[src/rtl/ffcmp_pkg.sv]
package ffcmp_pkg;
  localparam int FLD_W  = 4;
  localparam int BIT_LT = 3;
  localparam int BIT_GT = 2;
  localparam int BIT_EQ = 1;

  typedef enum logic [0:0] {ST_IDLE, ST_RUN} seq_state_e;

  typedef struct packed {
    logic       ff_en;
    logic       rc_en;
    logic       inv;
    logic       vli;
    logic [1:0] sel;
    logic       tgt5;
  } ff_ctrl_t;
endpackage

[src/rtl/ffcmp_cmp.sv]
module ffcmp_cmp #(
  parameter int DATA_W = 32
) (
  input  logic [DATA_W-1:0]          elem,
  input  logic [DATA_W-1:0]          scalar,
  output logic [ffcmp_pkg::FLD_W-1:0] field
);
  import ffcmp_pkg::*;

  logic signed [DATA_W-1:0] a_s, b_s;

  always_comb begin
    a_s   = elem;
    b_s   = scalar;
    field = '0;
    if (a_s < b_s)      field[BIT_LT] = 1'b1;
    else if (a_s > b_s) field[BIT_GT] = 1'b1;
    else                field[BIT_EQ] = 1'b1;
  end
endmodule

[src/rtl/ffcmp_bitsel.sv]
module ffcmp_bitsel (
  input  logic [ffcmp_pkg::FLD_W-1:0] field,
  input  logic                        ff_en,
  input  logic                        rc_en,
  input  logic                        inv,
  input  logic [1:0]                  sel,
  input  logic                        tgt5,
  output logic                        hit
);
  logic [1:0] sel_eff;
  logic       tbit;

  always_comb begin
    sel_eff = tgt5 ? 2'd2 : sel;
    case (sel_eff)
      2'd0:    tbit = field[3];
      2'd1:    tbit = field[2];
      2'd2:    tbit = field[1];
      default: tbit = field[0];
    endcase
    hit = ff_en & rc_en & (tbit ^ inv);
  end
endmodule

[src/rtl/ffcmp_ctrl.sv]
module ffcmp_ctrl #(
  parameter int VL_W = 7
) (
  input  logic                          clk,
  input  logic                          rst,
  input  logic                          start,
  input  logic [VL_W-1:0]               vl_in,
  input  logic [VL_W-1:0]               maxvl_in,
  input  ffcmp_pkg::ff_ctrl_t           ctrl_in,
  input  logic                          hit,
  input  logic [ffcmp_pkg::FLD_W-1:0]   field,
  output ffcmp_pkg::ff_ctrl_t           ctrl_q,
  output logic [VL_W-1:0]               step,
  output logic                          cr_we,
  output logic [VL_W-1:0]               cr_waddr,
  output logic [ffcmp_pkg::FLD_W-1:0]   cr_wdata,
  output logic [VL_W-1:0]               vl_out,
  output logic                          done
);
  import ffcmp_pkg::*;

  seq_state_e      state;
  logic [VL_W-1:0] lim;
  logic [VL_W-1:0] n_eff;
  logic [VL_W-1:0] vli_ext;
  logic            last;

  always_comb begin
    n_eff   = (vl_in < maxvl_in) ? vl_in : maxvl_in;
    vli_ext = {{(VL_W-1){1'b0}}, ctrl_q.vli};
    last    = (step == lim - 1'b1);
  end

  always_ff @(posedge clk) begin
    if (rst) begin
      state    <= ST_IDLE;
      ctrl_q   <= '0;
      lim      <= '0;
      step     <= '0;
      cr_we    <= 1'b0;
      cr_waddr <= '0;
      cr_wdata <= '0;
      vl_out   <= '0;
      done     <= 1'b0;
    end else begin
      cr_we <= 1'b0;
      done  <= 1'b0;
      case (state)
        ST_IDLE: begin
          if (start) begin
            ctrl_q <= ctrl_in;
            lim    <= n_eff;
            vl_out <= n_eff;
            step   <= '0;
            if (n_eff == '0) done  <= 1'b1;
            else             state <= ST_RUN;
          end
        end
        default: begin
          if (!hit || ctrl_q.vli) begin
            cr_we    <= 1'b1;
            cr_waddr <= step;
            cr_wdata <= field;
          end
          if (hit) begin
            vl_out <= step + vli_ext;
            state  <= ST_IDLE;
            done   <= 1'b1;
          end else if (last) begin
            state <= ST_IDLE;
            done  <= 1'b1;
          end else begin
            step <= step + 1'b1;
          end
        end
      endcase
    end
  end
endmodule

[src/rtl/ffcmp_seq.sv]
module ffcmp_seq #(
  parameter int VL_W   = 7,
  parameter int DATA_W = 32
) (
  input  logic              clk,
  input  logic              rst,
  input  logic              start,
  input  logic [VL_W-1:0]   vl_in,
  input  logic [VL_W-1:0]   maxvl_in,
  input  logic              ff_en,
  input  logic              rc_en,
  input  logic              ff_inv,
  input  logic              ff_vli,
  input  logic [1:0]        bit_sel,
  input  logic              tgt5,
  input  logic [DATA_W-1:0] scalar,
  input  logic [DATA_W-1:0] elem_data,
  output logic [VL_W-1:0]   elem_idx,
  output logic              cr_we,
  output logic [VL_W-1:0]   cr_waddr,
  output logic [3:0]        cr_wdata,
  output logic [VL_W-1:0]   vl_out,
  output logic              done
);
  import ffcmp_pkg::*;

  ff_ctrl_t         ctrl_in, ctrl_q;
  logic [FLD_W-1:0] field;
  logic             hit;

  always_comb begin
    ctrl_in.ff_en = ff_en;
    ctrl_in.rc_en = rc_en;
    ctrl_in.inv   = ff_inv;
    ctrl_in.vli   = ff_vli;
    ctrl_in.sel   = bit_sel;
    ctrl_in.tgt5  = tgt5;
  end

  ffcmp_cmp #(.DATA_W(DATA_W)) u_cmp (
    .elem   (elem_data),
    .scalar (scalar),
    .field  (field)
  );

  ffcmp_bitsel u_sel (
    .field (field),
    .ff_en (ctrl_q.ff_en),
    .rc_en (ctrl_q.rc_en),
    .inv   (ctrl_q.inv),
    .sel   (ctrl_q.sel),
    .tgt5  (ctrl_q.tgt5),
    .hit   (hit)
  );

  ffcmp_ctrl #(.VL_W(VL_W)) u_ctrl (
    .clk      (clk),
    .rst      (rst),
    .start    (start),
    .vl_in    (vl_in),
    .maxvl_in (maxvl_in),
    .ctrl_in  (ctrl_in),
    .hit      (hit),
    .field    (field),
    .ctrl_q   (ctrl_q),
    .step     (elem_idx),
    .cr_we    (cr_we),
    .cr_waddr (cr_waddr),
    .cr_wdata (cr_wdata),
    .vl_out   (vl_out),
    .done     (done)
  );
endmodule

[config.mk]
export PLATFORM = sky130hd
export DESIGN_NAME = ffcmp_seq
export DESIGN_NICKNAME = d
export VERILOG_FILES = /design/src/rtl/ffcmp_pkg.sv /design/src/rtl/ffcmp_cmp.sv /design/src/rtl/ffcmp_bitsel.sv /design/src/rtl/ffcmp_ctrl.sv /design/src/rtl/ffcmp_seq.sv
export SDC_FILE = /design/constraint.sdc
export NUM_CORES = 1
export LEC_CHECK = 0
export CAP_MARGIN = 25
export CORE_MARGIN = 4
export CORE_UTILIZATION = 49
export DETAILED_ROUTE_END_ITERATION = 16
export GPL_ROUTABILITY_DRIVEN = 1
export GPL_TIMING_DRIVEN = 0
export PLACE_DENSITY = 0.95
export SLEW_MARGIN = 20
export SYNTH_ARGS = -nofsm -noshare
export SYNTH_HDL_FRONTEND = slang
export SYNTH_HIERARCHICAL = 1
export SYNTH_SLANG_ARGS = --single-unit
[constraint.sdc]
create_clock -name clk -period 7.1 [get_ports clk]
set_input_delay 1.42 -clock clk [delete_from_list [all_inputs] [get_ports clk]]
set_output_delay 1.42 -clock clk [all_outputs]
set_load 0.02 [all_outputs]
# == After elaboration in Yosys (flattened, before gate mapping) ==
# Cells that the tools add are included.
# totals
mem_bits_ro,0
mem_count,0
ramBits,0
wordCells,65
register_bits,41
latchBits,0
# op_classes
eq_ne,6
mux,25
add_sub_neg,3
n_lt_le_gt_ge,3
div_mod_pow,0
n_mul,0
reduce_logical,10
bitwise_logic,4
shifts,0
# op_table
cell,n
$mux W7,8
$gt A32 B32 Y1,1
$lt A32 B32 Y1,1
$mux W1,14
$add A7 B1 Y7,1
$add A7 B1 Y7 const B,1
$eq A7 B7 Y1,1
$logic_not A7 Y1,1
$lt A7 B7 Y1,1
$sub A7 B1 Y7 const B,1
$reduce_and A2 Y1,3
$mux W2,2
$ne A2 B2 Y1 const B,2
$pmux W1 S3,1
$reduce_and A3 Y1,1
$and A1 B1 Y1,2
$eq A2 B1 Y1 const B,1
$eq A2 B2 Y1 const B,1
$logic_not A2 Y1,1
$ne A2 B1 Y1 const B,1
$reduce_bool A2 Y1,1
$reduce_or A2 Y1,1
$logic_not A1 Y1,1
$logic_or A1 B1 Y1,1
other kinds (2),2

# == Logic depth before layout (Yosys ltp) ==
# depth
ltp_word,9
mapped_depth,17
ltp_nobuf,16

# == Modules after synthesis ==
# The synthesis kept the hierarchy.
# by_module_without_submodules
module,cells_per_inst,area_per_inst_um2,n_inst
ffcmp_ctrl,256,2203.4,1
ffcmp_cmp,121,873.3,1
ffcmp_bitsel,9,68.8,1

# == Least setup slack after synthesis ==
# OpenSTA, ideal clock, no wires.
# synth_timing
path_type,input port to flip-flop
startpoint,input scalar[13]
endpoint,register u_ctrl.cr_waddr[0]
t_required_ns,6.972
n_path_buf,1
slack_ns,2.283
arrival_time_ns,4.690
cell_stages,15
path_cell_list,inv_1 ha_1 a21o_1 a21o_1 a221o_1 o31ai_2 a31oi_1 mux2_4 o311ai_1 mux2i_1 inv_1 o21ai_1 clkbuf_1 mux2i_1 nor2_1
# synth_between
elab_chain_len,9
word_cells_on_any_way,12
# synth_rtl
item,line,source
start: declaration,ffcmp_seq.sv:16,"input logic [DATA_W-1:0] scalar,"
$gt A32 B32 Y1,ffcmp_cmp.sv:17,else if (a_s > b_s) field[BIT_GT] = 1'b1;
$mux W1,ffcmp_cmp.sv:17,
$mux W2 (*),ffcmp_cmp.sv:16,if (a_s < b_s) field[BIT_LT] = 1'b1;
net field[2],ffcmp_seq.sv:28,logic [FLD_W-1:0] field;
$pmux W1 S3 (*),ffcmp_bitsel.sv:15,case (sel_eff)
$xor A1 B1 Y1 (*),ffcmp_bitsel.sv:21,hit = ff_en & rc_en & (tbit ^ inv);
$and A1 B1 Y1 (*),ffcmp_bitsel.sv:21,
net hit,ffcmp_seq.sv:29,logic hit;
$logic_not A1 Y1 (*),ffcmp_ctrl.sv:60,if (!hit || ctrl_q.vli) begin
$logic_or A1 B1 Y1 (*),ffcmp_ctrl.sv:60,
$reduce_and A2 Y1 (no source line) (*),n/a,
end signal: assignment,ffcmp_ctrl.sv:62,cr_waddr <= step;
end: declaration,ffcmp_ctrl.sv:15,"output logic [VL_W-1:0] cr_waddr,"
# Mark *: on every way through the listed nets, which the timed path passes. The rest lies on a longest branch.
# A chain may end at the register's enable or synchronous reset.

# == Final worst setup path ==
# layout_timing
startpoint,input scalar[21]
endpoint,register u_ctrl.cr_waddr[3]
# Same word-level chain as after synthesis.

==> results.yml <==
floorplanning:
  fp.dieH_um: 88.1
  dieArea_um2: 7770
  ios: 115
  die_w_um: 88.1
  num_rows: 28
  initial_core_util_pct: 51.9
  coreArea_um2: 6060
placed_design:
  place_worst_setup_slack_ns: 1.17
  place_congestion: 0.938
  dp_hpwl_mm: 7.24
  io_buffers: 113
cts:
  cts_hold_buf: 0
  insertion_delay_ns: 0.30
  ctsHtreeMaxLevel: 2
  cts_made_buffers: 5
  cts_setup_buffers: 0
  cts_tree: "yes"
  cts_root_buffer: "clkbuf_8"
  cts.reportedPaths.clkPinSlew_ns: 0.08
  cts_buffer_depth: 2
  cts.sinks: 42
  cts_resized: 0
global_routing:
  grt_max_degree: 15
  gr-max-usage-layer: "met2"
  antenna_found_initial: 0
  grtUsageMet2_pct: 42.9
  grt_use_met1_pct: 27.8
  grt_pass1_vias: 3332
  grt_util_met3_pct: 4.42
  overflow: 0
  grt_use_total_pct: 23.4
  grt_pass1_wl_mm: 14.6
detailed_routing:
  vias_per_cell: 5.62
  routedWlPerCell_um: 15.2
  dr.pass1.iters: 5
  dr_total_vias: 3269
  drc: 0
  drt_iter0_drc: 237
  wl_mm: 8.87
  postRouteAntennaNets: 0
pwr:
  internal-power_w: 0.000473
  power_switching_w: 0.000213
  netSwitchingFraction_pct: 31.0
  p_per_area_nw_per_um2: 153
  p_comb_share_pct: 33.8
  pwr-share-clk_pct: 27.4
  max-vdd-ir-drop_v: 0.000153
  seq_power_share_pct: 38.9
  leakagePower_nw: 1.97
min_path:
  hold_path_class: "flip-flop to flip-flop"
timing:
  min_period_over_period_pct: 79.8
  drv_slew: 0
  timing_worst_slew_pin_value_ns: 0.597
  setup_tns_ns: 0
  clock-skew-final_ns: 0.00386
  clock.fmax_mhz: 177
  finalSetupViolations: 0
  hold_viol: 0
  rsz0062_at_grt: "no"
  slew_headroom_pct: 60.2
  timing.final.crit_period_ns: 5.66
  fin_ws_ns: 1.44
yosys:
  async_reset_ff_share_pct: 0
  ys_types: 55
  syn-num-nets: 516
  synth_enable_flop_cells: 0
  synth_area_um2: 3150
  syn_inst: 386
  ys_seq_elements: 42
  synth-warning-count: 6
  ys_seq_area_share_pct: 26.7
  synth.avg_cell_area_um2: 8.15
  synth.largest_area_cell: "dfxtp_1"
  synth.top_cells.by_area: "dfxtp_1 (27%), ha_1 (17%), mux2i_1 (6.0%)"
  synth_top_area_share_pct: 26.7
  synth_ff_type: "dfxtp_1"
layout:
  layout-drive-gt1-share_pct: 3.94
  fillCellCount: 420
  area_delta_synth_final_pct: 42.6
  insertedDiodeCount: 0
  utilization_pct: 74.0
  nets: 636
outcome:
  status: "finished clean"
critical_path:
  cp-end-kind: "flip-flop"
  cp.arrival_ns: 5.84
  required_ns: 7.28
  crit_fanout: 10
  path_class: "input port to flip-flop"
  critPathLaunchType: "input port"
run:
  drv_cap: 0
## power by group through the flow
stage | combinational (W) | sequential (W) | clock [W]
2_1_floorplan | 0.000126 | 0.000276 | 0
3_3_place_gp | 0.000218 | 0.000270 | 0
3_5_place_dp | 0.000227 | 0.000271 | 0
4_1_cts | 0.000230 | 0.000266 | 0.000190
5_1_grt | 0.000255 | 0.000269 | 0.000202
6_report | 0.000232 | 0.000266 | 0.000188
## critical path, cell delays in order
cell and delay [ns]:
clkdlybuf4s50_1 0.45, inv_1 0.05, ha_1 0.31, a211oi_1 0.26
o221ai_1 0.16, nor4_1 0.40, or2_1 0.22, a31oi_1 0.12
mux2_4 0.28, o311ai_1 0.32, mux2i_1 0.44, inv_1 0.18
o21ai_1 0.40, clkbuf_1 0.52, mux2i_1 0.27, nor2_1 0.05
## layout by cell type, fill, tap and decap left out, types with 3 or more instances in the layout
cell type and count:
a211oi_1 9, a21o_1 5, a21oi_1 32, a31oi_1 4
and3_1 3, buf_1 5, clkbuf_1 7, clkbuf_8 5
clkdlybuf4s50_1 113, dfxtp_1 42, ha_1 42, inv_1 45
mux2i_1 19, nand2_1 26, nand2b_1 5, nand3_1 8
nand3b_1 5, nand4_1 10, nor2_1 32, nor3_1 9
nor4_1 5, o211ai_1 4, o21ai_0 10, o221ai_1 3
o31ai_1 3, xnor2_1 6, xor2_1 8
## sequential cells by signal, summed over array words and instances, names as in the netlist
| name | count |
|---|---|
| u_ctrl/cr_wdata | 4 |
| u_ctrl/state | 1 |
| u_ctrl/ctrl_q | 7 |
| u_ctrl/vl_out | 7 |
| u_ctrl/done | 1 |
| u_ctrl/cr_we | 1 |
| u_ctrl/step | 7 |
| u_ctrl/lim | 7 |
| u_ctrl/cr_waddr | 7 |
## cells by family (layout without fill, tap and decap cells)
kind of cell    after synthesis  count (layout)  share of synthesized area [%]
other cells                   1               1                          0.119
xor+xnor                     14              14                           3.90
flops                        42              42                           26.7
fa+ha+maj                    42              42                           16.7
compound gates               92              92                           20.5
simple gates                114             114                           17.8
mux                          21              21                           6.88
buf+inv                      60             181                           7.36
## Yosys cell counts, types with 3 or more instances
cell,number
nand2b_1,5
o221ai_1,3
o211ai_1,4
a21o_1,5
o21ai_0,10
nand3b_1,5
o31ai_1,3
and3_1,3
xor2_1,8
nand3_1,8
nor4_1,5
nor3_1,9
a211oi_1,9
a31oi_1,4
nand4_1,10
nor2_1,32
xnor2_1,6
a21oi_1,32
inv_1,45
ha_1,42
nand2_1,26
mux2i_1,19
clkbuf_1,7
dfxtp_1,42
buf_1,5
## layout make-up
class / instances / area (um2) / area share [%]
clock buffers: 5 / 68.8 / 1.53
multi-input cells: 284 / 2070 / 46.2
inverters: 45 / 169 / 3.77
clock inverters: 3 / 45.0 / 1.00
well taps: 75 / 93.8 / 2.09
flip-flops and latches: 42 / 841 / 18.7
plain buffers: 15 / 62.6 / 1.40
repair buffers: 113 / 1130 / 25.2
## final timing paths
check | slack, ns | start | cells past startpoint | endpoint
max reg2reg | 4.05 | u_ctrl/ctrl_q[1]$_SDFFE_PP0P_ | 8 | u_ctrl/cr_waddr[3]$_SDFFE_PP0P_
min | 0.48 | u_ctrl/ctrl_q[6]$_SDFFE_PP0P_ | 2 | u_ctrl/ctrl_q[6]$_SDFFE_PP0P_
max | 1.44 | scalar[21] | 16 | u_ctrl/cr_waddr[3]$_SDFFE_PP0P_
min reg2reg | 0.48 | u_ctrl/ctrl_q[6]$_SDFFE_PP0P_ | 2 | u_ctrl/ctrl_q[6]$_SDFFE_PP0P_
## per-layer routing
layer,vias up,routed length [um]
met2,142,4550
met5,-,0
met4,0,151
met1,1484,3560
li1,1622,-
met3,21,611
## per-stage QoR
step / cells / hold slack [ns] / total power (W) / instance area [um2]
2_1_floorplan: 386 / 0.444 / 0.000402 / 3150
3_3_place_gp: 574 / 0.453 / 0.000489 / 4370
3_5_place_dp: 574 / 0.466 / 0.000498 / 4370
4_1_cts: 582 / 0.477 / 0.000686 / 4480
5_1_grt: 582 / 0.502 / 0.000725 / 4480
6_report: 582 / 0.477 / 0.000686 / 4480
(Power assumes the default switching activity.)
